===== src/rtl/uaw_pkg.sv =====
package uaw_pkg;
  typedef enum logic [1:0] {
    OP_LOAD_HI  = 2'b00,
    OP_LOAD_LO  = 2'b01,
    OP_STORE_HI = 2'b10,
    OP_STORE_LO = 2'b11
  } uaw_op_e;
endpackage


===== src/rtl/uaw_ctl.sv =====
// Decodes the operation and byte offset into a lane count and a shift direction.
module uaw_ctl #(
  parameter int BYTES = 4,
  parameter int CNT_W = 2
) (
  input  logic [1:0]       op,
  input  logic [CNT_W-1:0] offset,
  output logic             shift_left,
  output logic [CNT_W-1:0] lanes,
  output logic             is_store
);
  localparam logic [CNT_W-1:0] TOP_LANE = CNT_W'(BYTES - 1);

  always_comb begin
    is_store   = op[1];
    // high-end load and low-end store move data toward higher lanes
    shift_left = ~(op[1] ^ op[0]);
    // high-end forms count lanes from the top, low-end forms from the bottom
    lanes      = op[0] ? offset : (TOP_LANE - offset);
  end
endmodule


===== src/rtl/uaw_splice.sv =====
// Byte-lane splice: shifts the insert word by a lane count and keeps base bytes elsewhere.
module uaw_splice #(
  parameter int DATA_W = 32,
  parameter int BYTES  = DATA_W / 8,
  parameter int CNT_W  = 2
) (
  input  logic [DATA_W-1:0] base_word,
  input  logic [DATA_W-1:0] ins_word,
  input  logic              shift_left,
  input  logic [CNT_W-1:0]  lanes,
  output logic [DATA_W-1:0] merged
);
  logic [7:0] lane_q [BYTES];

  for (genvar i = 0; i < BYTES; i++) begin : g_lane
    always_comb begin
      int src;
      lane_q[i] = base_word[8*i +: 8];
      src = shift_left ? (i - int'(lanes)) : (i + int'(lanes));
      for (int j = 0; j < BYTES; j++) begin
        if (src == j) lane_q[i] = ins_word[8*j +: 8];
      end
    end
    assign merged[8*i +: 8] = lane_q[i];
  end
endmodule


===== src/rtl/uaw_merge.sv =====
module uaw_merge
  import uaw_pkg::*;
#(
  parameter int DATA_W = 32,
  parameter int ADDR_W = 32,
  parameter int IDX_W  = 5
) (
  input  logic [1:0]        op_sel,
  input  logic [ADDR_W-1:0] eff_addr,
  input  logic [DATA_W-1:0] reg_val,
  input  logic [DATA_W-1:0] mem_word,
  input  logic [IDX_W-1:0]  dst_idx,
  output logic [DATA_W-1:0] merge_data,
  output logic [ADDR_W-1:0] mem_addr,
  output logic              mem_we,
  output logic              reg_we
);
  localparam int BYTES = DATA_W / 8;
  localparam int OFF_W = $clog2(BYTES);

  logic [OFF_W-1:0]  offset;
  logic              shift_left;
  logic [OFF_W-1:0]  lanes;
  logic              is_store;
  logic [DATA_W-1:0] base_word;
  logic [DATA_W-1:0] ins_word;

  assign offset   = eff_addr[OFF_W-1:0];
  assign mem_addr = {eff_addr[ADDR_W-1:OFF_W], {OFF_W{1'b0}}};

  uaw_ctl #(.BYTES(BYTES), .CNT_W(OFF_W)) u_ctl (
    .op        (op_sel),
    .offset    (offset),
    .shift_left(shift_left),
    .lanes     (lanes),
    .is_store  (is_store)
  );

  // loads splice memory into the register, stores splice the register into memory
  always_comb begin
    base_word = is_store ? mem_word : reg_val;
    ins_word  = is_store ? reg_val  : mem_word;
  end

  uaw_splice #(.DATA_W(DATA_W), .BYTES(BYTES), .CNT_W(OFF_W)) u_splice (
    .base_word (base_word),
    .ins_word  (ins_word),
    .shift_left(shift_left),
    .lanes     (lanes),
    .merged    (merge_data)
  );

  always_comb begin
    mem_we = is_store;
    reg_we = ~is_store & (dst_idx != '0);
  end

  // Immediate checks on the assembled result
  always_comb begin
    p_full_load_hi_r2: assert (!(op_sel == OP_LOAD_HI && offset == OFF_W'(BYTES-1))
                               || merge_data == mem_word)
      else $error("high-end load at top offset must return the memory word");
    p_full_load_lo_r3: assert (!(op_sel == OP_LOAD_LO && offset == '0)
                               || merge_data == mem_word)
      else $error("low-end load at offset 0 must return the memory word");
    p_full_store_hi_r4: assert (!(op_sel == OP_STORE_HI && offset == OFF_W'(BYTES-1))
                                || merge_data == reg_val)
      else $error("high-end store at top offset must write the register");
    p_full_store_lo_r5: assert (!(op_sel == OP_STORE_LO && offset == '0)
                                || merge_data == reg_val)
      else $error("low-end store at offset 0 must write the register");
    p_we_exclusive_r6: assert (!(mem_we && reg_we))
      else $error("memory and register writes asserted together");
    p_no_zero_write_r7: assert (dst_idx != '0 || !reg_we)
      else $error("write enabled for index 0");
    p_lane_kept_r8: assert (!(op_sel == OP_LOAD_LO && offset == OFF_W'(BYTES-1))
                            || merge_data[DATA_W-1:8] == reg_val[DATA_W-1:8])
      else $error("low-end load at top offset altered upper register bytes");
  end
endmodule


===== config.mk =====
export PLATFORM = sky130hd
export DESIGN_NAME = uaw_merge
export DESIGN_NICKNAME = d
export VERILOG_FILES = /design/src/rtl/uaw_pkg.sv /design/src/rtl/uaw_ctl.sv /design/src/rtl/uaw_splice.sv /design/src/rtl/uaw_merge.sv
export SDC_FILE = /design/constraint.sdc
export NUM_CORES = 1
export LEC_CHECK = 0
export CAP_MARGIN = 30
export CORE_AREA = 2 2 72 74
export DETAILED_ROUTE_END_ITERATION = 7
export DIE_AREA = 0 0 74 76
export DONT_BUFFER_PORTS = 1
export PLACE_DENSITY = 0.68
export SYNTH_ARGS = -nofsm -noshare
export SYNTH_HDL_FRONTEND = slang
export SYNTH_SLANG_ARGS = --single-unit

===== constraint.sdc =====
create_clock -name vclk -period 2.7
set_clock_uncertainty 0.05 [all_clocks]
set_input_delay 0.135 -clock vclk [all_inputs]
set_output_delay 0.135 -clock vclk [all_outputs]
set_load 0.02 [all_outputs]

Word-level counts from Yosys, hierarchy flattened. Index checks and enable logic that the tools add are counted. Widths: inputs -> output; s select.

Mux-type cells: 23. Bitwise operators: 3. Add/sub/neg operators: 8. Equal/unequal tests: 12. Reductions and logical operators: 5.

Operators with widths (count): $eq 32x3->1 const B (8); $mux 32 (6); $eq 32x2->1 const B (4); $logic_not 32->1 (4); $mux 8 (16); $add 2x2->3 const A (2); $sub 1x2->3 const A (2); $sub 2x2->3 const A (2); $reduce_bool 5->1 (1); $add 1x2->3 const A (1); $mux 2 (1); $sub 2x2->2 const A (1); $and 1x1->1 (1); $not 1->1 (1); $xor 1x1->1 (1).

Word-level logic and storage cells: 51. Register bits: 0. Output and inout bits: 66. Input port bits: 103.

Logic depth before layout (Yosys ltp). Gate-level depths: netlist of run 1.

Depth in word-level cells: 9. Depth in mapped cells: 12. Mapped depth without buffers: 9.

Cells and area by module. Synthesis of run 1 repeated with hierarchy kept, for this count alone.

Cell total of the unflattened synthesis: 341. Area total of the unflattened synthesis: 2785.2 um^2.

Modules (own cells, without submodules): uaw_splice (area an instance 1516.5 um^2, instances 1, cells each 230, sequential area each 0.0 um^2); uaw_merge (area an instance 1234.9 um^2, instances 1, cells each 107, sequential area each 0.0 um^2); uaw_ctl (area an instance 33.8 um^2, instances 1, cells each 4, sequential area each 0.0 um^2).

Worst setup path after synthesis of run 1. OpenSTA, ideal clock, no wires.

Path type: in2out. From: in op_sel[0]. To: out merge_data[10]. Stages on the path: 12. Slack: -0.002 ns. Data required time: 2.515 ns. Path buffers: 4. Arrival time: 2.517 ns. Path through: buf_4 -> buf_2 -> buf_4 -> xor2_1 -> inv_1 -> ha_1 -> clkbuf_1 -> nor2_1 -> a21oi_1 -> o21ai_1 -> a221oi_1 -> a221oi_1.

Longest elaborated chain between the ends: 8. Elaborated cells on any way between the ends: 13. Classes of those cells: add/sub: 2; eq/ne: 3; mux: 6; bitwise: 1; reduce/logical: 1.

RTL lines: start, declared (line uaw_merge.sv:8) `input logic [1:0] op_sel,`; $mux 2 (line uaw_ctl.sv:19) `lanes = op[0] ? offset : (TOP_LANE - offset);`; $sub 1x2->3 / $add 1x2->3 (equally long branches) (line uaw_splice.sv:19) `src = shift_left ? (i - int'(lanes)) : (i + int'(lanes));`; $mux 32 (*) (line uaw_splice.sv:19); $logic_not 32->1 (line uaw_splice.sv:21) `if (src == j) lane_q[i] = ins_word[8*j +: 8];`; $mux 8 (3 in series) (line uaw_splice.sv:21); $mux 8 (*) (line uaw_splice.sv:21); end, declared (line uaw_merge.sv:13) `output logic [DATA_W-1:0] merge_data,`.

Mark *: on every way between the ends. The rest lies on a longest branch, timed or not.

Worst setup path in the final report of run 1.
From: in eff_addr[0]. To: out merge_data[18].

Longest elaborated chain between the ends: 9. Elaborated cells on any way between the ends: 13. Classes of those cells: add/sub: 3; eq/ne: 3; mux: 6; reduce/logical: 1.

RTL lines: start, declared (line uaw_merge.sv:9) `input logic [ADDR_W-1:0] eff_addr,`; $sub 2x2->2 (line uaw_ctl.sv:19); $mux 2 (*) (line uaw_ctl.sv:19); $sub 2x2->3 / $add 2x2->3 (equally long branches) (line uaw_splice.sv:19); $mux 32 (*) (line uaw_splice.sv:19); $logic_not 32->1 (line uaw_splice.sv:21); $mux 8 (3 in series) (line uaw_splice.sv:21); $mux 8 (*) (line uaw_splice.sv:21).

Marked as above.

==> results of run 1 <==
[logic make-up (layout without fill, tap and decap cells)]
kind of cell               after synthesis  after routing  share of synthesized area
adders and majority gates                2              2                   0.009740
AOI/OAI and AO/OA                      128            128                     0.3936
muxes                                   63             63                     0.2606
xor gates and xnor gates                 4              4                    0.01364
buffers and inverters                   62             49                     0.1632
other                                    1              2                   0.001460
and+or+nand+nor                         78             78                     0.1578
[where the power goes]
part / internal (W) / switching (W) / leakage [nW]
Clock: 0 / 0 / 0
Combinational: 0.000365 / 0.000473 / 1.03
Sequential: 0 / 0 / 0
[Yosys cell counts (all sizes together), types with 2 or more instances]
cell	number	area [um^2]
nor3b	2	20.02
nand3	2	10.01
o21a	9	67.56
inv	6	22.52
nand2	30	112.6
a21oi	15	78.83
clkbuf	3	12.51
a21o	3	22.52
a22o	2	17.52
nor2	9	33.78
mux2i	32	320.3
buf	53	384.1
mux2	31	349.1
xor2	3	26.28
nor3	8	40.04
and2	3	18.77
nand3b	2	15.01
a22oi	4	30.03
a21boi	2	30.03
a31oi	2	27.53
or2	2	15.02
a221oi	39	397.9
a221o	2	20.02
o22ai	29	187.7
nand2b	8	50.05
nor2b	6	40.04
ha	2	25.02
a211o	2	17.52
o21ai	13	65.06
o31ai	2	15.01
[worst max-delay path: stages]
cell      delay, ns
nor2b_1        0.28
nor2_1         0.10
inv_1          0.07
ha_2           0.32
o31ai_1        0.49
a22o_1         0.52
a221oi_1       0.10
o22ai_1        0.21
buf_4          0.18
[final cells by class]
| cell class | instances | area [um^2] |
|---|---|---|
| multi-input combinational | 277 | 2210 |
| timing repair buffer | 43 | 322.8 |
| tap | 70 | 87.58 |
| inverter | 6 | 22.52 |
| fill | 492 | 2270 |
[metrics by stage]
step / area [um^2] / hold WS, ns / cells
final: 2643 / 0.2200 / 396
after global routing: 2643 / 0.2200 / 396
after CTS: 2630 / 0.2201 / 396
after detailed placement: 2630 / 0.2201 / 396
after global placement: 2630 / 0.2201 / 396
after floorplan: 2616 / 0.3326 / 339
[worst paths after layout]
kind / endpoint / slack [ns]
worst min-delay path: mem_addr[16] / 0.22
worst max-delay path: merge_data[18] / 0.1
[routing by layer]
| metal | vias to the layer above | GRT usage | share of wire |
|---|---|---|---|
| li1 | 1280 | - | - |
| met1 | 1278 | 0.4013 | 0.39 |
| met2 | 204 | 0.4893 | 0.48 |
| met3 | 35 | 0.02116 | 0.11 |
| met4 | 0 | 0.05455 | 0.025 |
| met5 | - | 0 | 0 |
==> impl_metrics.csv, run 1 <==
group,metric,value,unit
place,dp_slack,0.06878,ns
yosys,synthCells,338,
clock_network,ctsResizeCount,0,
floorplanning,num_rows,26,
hold_path,hold_depth,0,
timing,max_freq,0.3842,GHz
floorplanning,ios,169,
setup_path,crit_path_start,"eff_addr[0]",
yosys,ys_seq_area_frac,0,
timing,tns,0,ns
job,drv_cap,0,
timing,drv_slew,0,
timing,min_period,2.603,ns
hold_path,hold_start,"eff_addr[16]",
timing,fin_ws,0.09707,ns
setup_path,critPathKind,"primary input to primary output",
route,vias,2797,
route,firstDrtPassIters,8,
grt,grt_pass1_wl,13.39,mm
place,gp_congestion,0.9461,
timing,finalHoldViolations,0,
yosys,syn_area_per_cell,7.600,um^2
final_layout,diodes,0,
floorplanning,start_util,0.5229,
floorplanning,die_h,76,um
pwr,cellLeakagePower,1.031,nW
final_layout,seq_cell_count,0,
yosys,synth.distinct_cells,55,
floorplanning,die_w,74,um
yosys,syn_area,2569,um^2
grt,globalRouteOverflowTotal,0,
route,detail_route.iter0.violations,287,
clock_network,hold_buffers,0,
final_layout,drive_gt1_frac,0.2975,
route,route.detailed.drc,1,
timing,period_share,0.9640,
final_layout,seq_area,0,um^2
floorplanning,die_area,5624,um^2
clock_network,cts_setup_buffers,0,
grt,antenna_found_initial,0,
setup_path,end_kind,"primary output",
hold_path,worstHoldPathType,"primary input to primary output",
floorplanning,core-area,4912,um^2
setup_path,critPathMaxFanout,25,
setup_path,worstSetupStartpointType,"primary input",
final_layout,mostFrequentLayoutCells,"buf_4 (43), mux2i_1 (32), nand2_1 (30), o22ai_1 (28), mux2_2 (26)",
place,io_buffers,0,
grt,first_global_vias,2643,
setup_path,required,2.52,ns
pwr,power.total,0.0008376,W
yosys,synth.yosys.warnings,0,
place,place_hpwl,6.489,mm
status,violations,"design-rule violations",
final_layout,n_clock_buffer,0,
route,postRouteAntennaNets,0,
route,viasPerCell,7.063,
final_layout,post-route-util,0.5380,
route,wl_per_cell,21.78,um
final_layout,final_common_cell,"buf_4",
timing,max_slew_margin,0.5616,
grt,grt_max_degree,82,
timing,setup_violations,0,
status,status,"finished with violations",
route,wirelength,8.624,mm
final_layout,num-nets-final,433,
pwr,power_density,317.0,nW/um^2
setup_path,crit_arrival,2.42,ns
grt,grt_usage,0.2903,
pwr,irDropWorstVdd,0.1331,mV
final_layout,syn2layout_area_growth,2.874,%
timing,worstMarginPinSlew,0.6532,ns
Power figures use the tool's default switching activity.
==> run 2: changes to the inputs <==
Settings changed: CORE_AREA 2 2 72 74 to 2 2 83 65, DIE_AREA 0 0 74 76 to 0 0 85 67.
==> run 2 against run 1 <==
Non-clock buffer count down 2. Fmax grew 3.6%. Power shrank 1.0%. The run now ends clean. Wire length rose by 5.2%. Worst hold slack unchanged.
==> impl_metrics.csv, run 2 (synthesis gave the netlist of run 1 again) <==
group,metric,value,unit
setup_path,critPathMaxFanout,25,
timing,max_slew_margin,0.5531,
clock_network,cts_setup_buffers,0,
timing,min_period,2.513,ns
route,route.detailed.drc,0,
clock_network,hold_buffers,0,
status,status,"finished, final reports clean",
timing,drv_slew,0,
floorplanning,ios,169,
floorplanning,die_w,85,um
timing,max_freq,0.3979,GHz
floorplanning,die_area,5695,um^2
route,firstDrtPassIters,5,
timing,setup_violations,0,
floorplanning,num_rows,22,
route,wirelength,9.071,mm
setup_path,required,2.52,ns
route,viasPerCell,7.422,
floorplanning,start_util,0.5332,
timing,period_share,0.9308,
grt,first_global_vias,2540,
route,vias,2850,
pwr,cellLeakagePower,1.021,nW
grt,antenna_found_initial,0,
grt,grt_pass1_wl,13.20,mm
setup_path,worstSetupStartpointType,"primary input",
place,io_buffers,0,
grt,grt_usage,0.2901,
route,postRouteAntennaNets,0,
final_layout,seq_cell_count,0,
final_layout,mostFrequentLayoutCells,"buf_4 (41), mux2i_1 (32), nand2_1 (30), o22ai_1 (28), mux2_2 (26)",
timing,hold_slack,0.2200,ns
setup_path,cp_slowest_cell,"ha_2",
setup_path,end_kind,"primary output",
route,wl_per_cell,23.62,um
hold_path,worstHoldPathType,"primary input to primary output",
setup_path,cp_cell_sequence,"and2b_1 > nor2_1 > inv_1 > ha_2 > nand2b_1 > a21o_2 > o21a_1 > a221oi_1 > o22ai_1 > buf_4",
setup_path,max_stage_delay,0.41,ns
timing,rsz0062_at_grt,"false",
timing,worstMarginPinSlew,0.6518,ns
setup_path,path_buf_inv,2,
final_layout,multiInputGateArea,2201,um^2
final_layout,seq_area,0,um^2
final_layout,num-nets-final,431,
grt,grt_max_degree,82,
grt,globalRouteOverflowTotal,0,
timing,tns,0,ns
pwr,power_density,318.1,nW/um^2
pwr,irDropWorstVdd,0.1656,mV
final_layout,n_clock_buffer,0,
setup_path,critPathKind,"primary input to primary output",
place,place_hpwl,6.902,mm
final_layout,syn2layout_area_growth,1.461,%
floorplanning,core-area,4817,um^2
final_layout,fillers,467,
timing,finalHoldViolations,0,
final_layout,drive_gt1_frac,0.2870,
final_layout,final_common_cell,"buf_4",
place,gp_congestion,0.9840,
route,detail_route.iter0.violations,324,
job,drv_cap,0,
final_layout,diodes,0,
setup_path,path_delay_family,"compound AO/OA/AOI/OAI gates",
setup_path,crit_arrival,2.33,ns
floorplanning,die_h,67,um
[run 2: changes by cell type in the layout (fill, tap and decap cells not counted), sizes merged]
cell | previous run | this run
buf | 43 | 41
[run 2: stage by stage]
step / util / std cells / instance area [um^2] / total power [W] / setup slack (ns)
floorplan: - / 339 / 2616 / 0.0006668 / 0.1060
global placement: 0.5403 / 384 / 2603 / 0.0008092 / 0.2261
detailed placement: 0.5403 / 384 / 2603 / 0.0008131 / 0.1339
CTS: 0.5403 / 384 / 2603 / 0.0008153 / 0.1289
global route: 0.5410 / 384 / 2606 / 0.0008822 / 0.05183
finish: 0.5410 / 384 / 2606 / 0.0008292 / 0.1869
[run 2: area by class of cell]
class	count	share of cell area
inverters	6	0.008641
multi-input cells	277	0.8445
well taps	60	0.02880
repair buffers	41	0.1181
[run 2: final timing paths]
| path | slack (ns) | cells past startpoint | start | to |
|---|---|---|---|---|
| worst max-delay path | 0.19 | 10 | eff_addr[0] | merge_data[20] |
| worst min-delay path | 0.22 | 0 | eff_addr[12] | mem_addr[12] |
[run 2: power by group]
group / switching, W / total, W / internal [W]
Clock: 0 / 0 / 0
Combinational: 0.000474 / 0.000829 / 0.000355
Sequential: 0 / 0 / 0
[run 2: per-layer routing]
layer  up-vias  wire length (um)  global-route usage
li1       1280                 -                   -
met1      1347              3692              0.3971
met2       199              4106              0.4531
met3        24              1129             0.07807
met4         0               142             0.06349
met5         -                 0                   0
[run 2: repair_timing]
item                                    CTS  global route
gates resized for setup                   0             2
endpoints found under the setup margin    0             6
hold endpoints to repair                  0             0
==> run 3: changes to the inputs <==
Settings changed: CELL_PAD_IN_SITES_DETAIL_PLACEMENT set to 1, CELL_PAD_IN_SITES_GLOBAL_PLACEMENT set to 2, CORE_AREA 2 2 83 65 to 2 2 104 81, DIE_AREA 0 0 85 67 to 0 0 106 83, PLACE_DENSITY 0.68 to not set, PLACE_DENSITY_LB_ADDON set to 0.1.
==> run 3 against run 2 <==
Die area increased by 54%. Combinational power increased by 2.5%. Non-clock buffer count grew 1. Sequential share of layout area is the same. Worst hold slack about the same. Global-route usage shrank 6.9 points. Fmax shrank 1.6%. Flip-flop and latch count did not move. Critical path depth unchanged.
==> impl_metrics.csv, run 3 (synthesis gave the netlist of run 1 again) <==
group,metric,value,unit
floorplanning,core-area,7742,um^2
setup_path,required,2.52,ns
route,wl_per_cell,24.30,um
grt,grt_max_degree,82,
setup_path,crit_arrival,2.37,ns
timing,max_slew_margin,0.4178,
final_layout,num-nets-final,432,
final_layout,mostFrequentLayoutCells,"buf_4 (42), mux2i_1 (32), nand2_1 (30), o22ai_1 (28), mux2_2 (26)",
timing,drv_slew,0,
timing,period_share,0.9461,
pwr,irDropWorstVdd,0.08684,mV
place,place_hpwl,8.408,mm
grt,grt_usage,0.2212,
grt,antenna_found_initial,0,
route,wirelength,10.45,mm
hold_path,worstHoldPathType,"primary input to primary output",
floorplanning,start_util,0.3318,
timing,tns,0,ns
pwr,clkPwrFrac,0,
grt,globalRouteOverflowTotal,0,
setup_path,path_buf_inv,2,
route,vias,2720,
final_layout,fillers,979,
final_layout,final_common_cell,"buf_4",
final_layout,final_cell_area,2678,um^2
status,status,"finished, final reports clean",
pwr,combinationalPowerShare,1.000,
setup_path,cp_slowest_cell,"ha_2",
setup_path,end_kind,"primary output",
place,gp_congestion,0.8517,
pwr,internal_power,0.0003628,W
job,drv_cap,0,
grt,first_global_vias,2622,
timing,setup_violations,0,
pwr,cellLeakagePower,1.026,nW
setup_path,critPathMaxFanout,25,
timing,hold_slack,0.2200,ns
route,route.detailed.drc,0,
final_layout,instances_no_fill,430,
timing,finalHoldViolations,0,
place,dpl.cell_count,430,
setup_path,path_delay_family,"compound AO/OA/AOI/OAI gates",
pwr,p_sw_frac,0.5732,
route,postRouteAntennaNets,0,
route,viasPerCell,6.326,
floorplanning,die_area,8798,um^2
final_layout,diodes,0,
route,detail_route.iter0.violations,182,
timing,fin_ws,0.1455,ns
place,dp_slack,0.06194,ns
final_layout,n_clock_buffer,0,
place,dpl_cell_area,2666,um^2
final_layout,drive_gt1_frac,0.2954,
pwr,power_density,317.5,nW/um^2
pwr,pwr-share-seq,0,
timing,worstMarginPinSlew,0.8701,ns
pwr,net-switching-power,0.0004872,W
setup_path,critPathKind,"primary input to primary output",
setup_path,max_stage_delay,0.43,ns
final_layout,seq_cell_count,0,
timing,min_period,2.555,ns
timing,max_freq,0.3915,GHz
route,firstDrtPassIters,5,
floorplanning,die_h,83,um
floorplanning,die_w,106,um
final_layout,syn2layout_area_growth,4.238,%
floorplanning,ios,169,
setup_path,cp_cell_sequence,"and2b_1 > nor2_2 > inv_1 > ha_2 > nand2b_1 > a21o_2 > o21a_1 > a221oi_1 > o22ai_1 > buf_4",
grt,grt_pass1_wl,15.64,mm
final_layout,seq_area,0,um^2
place,io_buffers,0,
timing,rsz0062_at_grt,"false",
setup_path,worstSetupStartpointType,"primary input",
floorplanning,num_rows,28,
==> run 3: path summary, 6_finish.rpt <==
path / from / endpoint / slack (ns) / cells after the start
worst max-delay path: eff_addr[0] / merge_data[22] / 0.15 / 10
worst min-delay path: eff_addr[16] / mem_addr[16] / 0.22 / 0
==> run 3: final cells by class <==
| type | instances | area [um^2] | area share |
|---|---|---|---|
| Multi-Input combinational cell | 277 | 2208 | 0.8248 |
| Tap cell | 105 | 131.4 | 0.04907 |
| Timing Repair Buffer | 42 | 315.3 | 0.1178 |
| Inverter | 6 | 22.52 | 0.008411 |
==> run 3: metrics by stage <==
| stage | total power (W) | utilization |
|---|---|---|
| final | 0.0008500 | 0.3458 |
| after global routing | 0.0009059 | 0.3458 |
| after floorplan | 0.0006668 | - |
| after detailed placement | 0.0008423 | 0.3444 |
| after CTS | 0.0008452 | 0.3444 |
| after global placement | 0.0008399 | 0.3444 |
==> run 3: routing by layer <==
metal,vias up,track usage,wire length [um]
li1,1276,-,-
met1,1307,0.3427,5230
met2,123,0.3314,4311
met3,14,0.03532,848
met5,-,0,0
met4,0,0.01316,57
==> run 3: repair_timing <==
item	4_1_cts	5_1_grt
hold buffers	0	0
buffers inserted	0	0
resized for setup	0	4
endpoints found under the setup margin	0	9
==> run 3: power by group through the flow <==
stage | clock (W) | combinational, W | sequential, W
floorplan | 0 | 0.000667 | 0
global placement | 0 | 0.000840 | 0
detailed placement | 0 | 0.000842 | 0
CTS | 0 | 0.000845 | 0
global route | 0 | 0.000906 | 0
finish | 0 | 0.000850 | 0
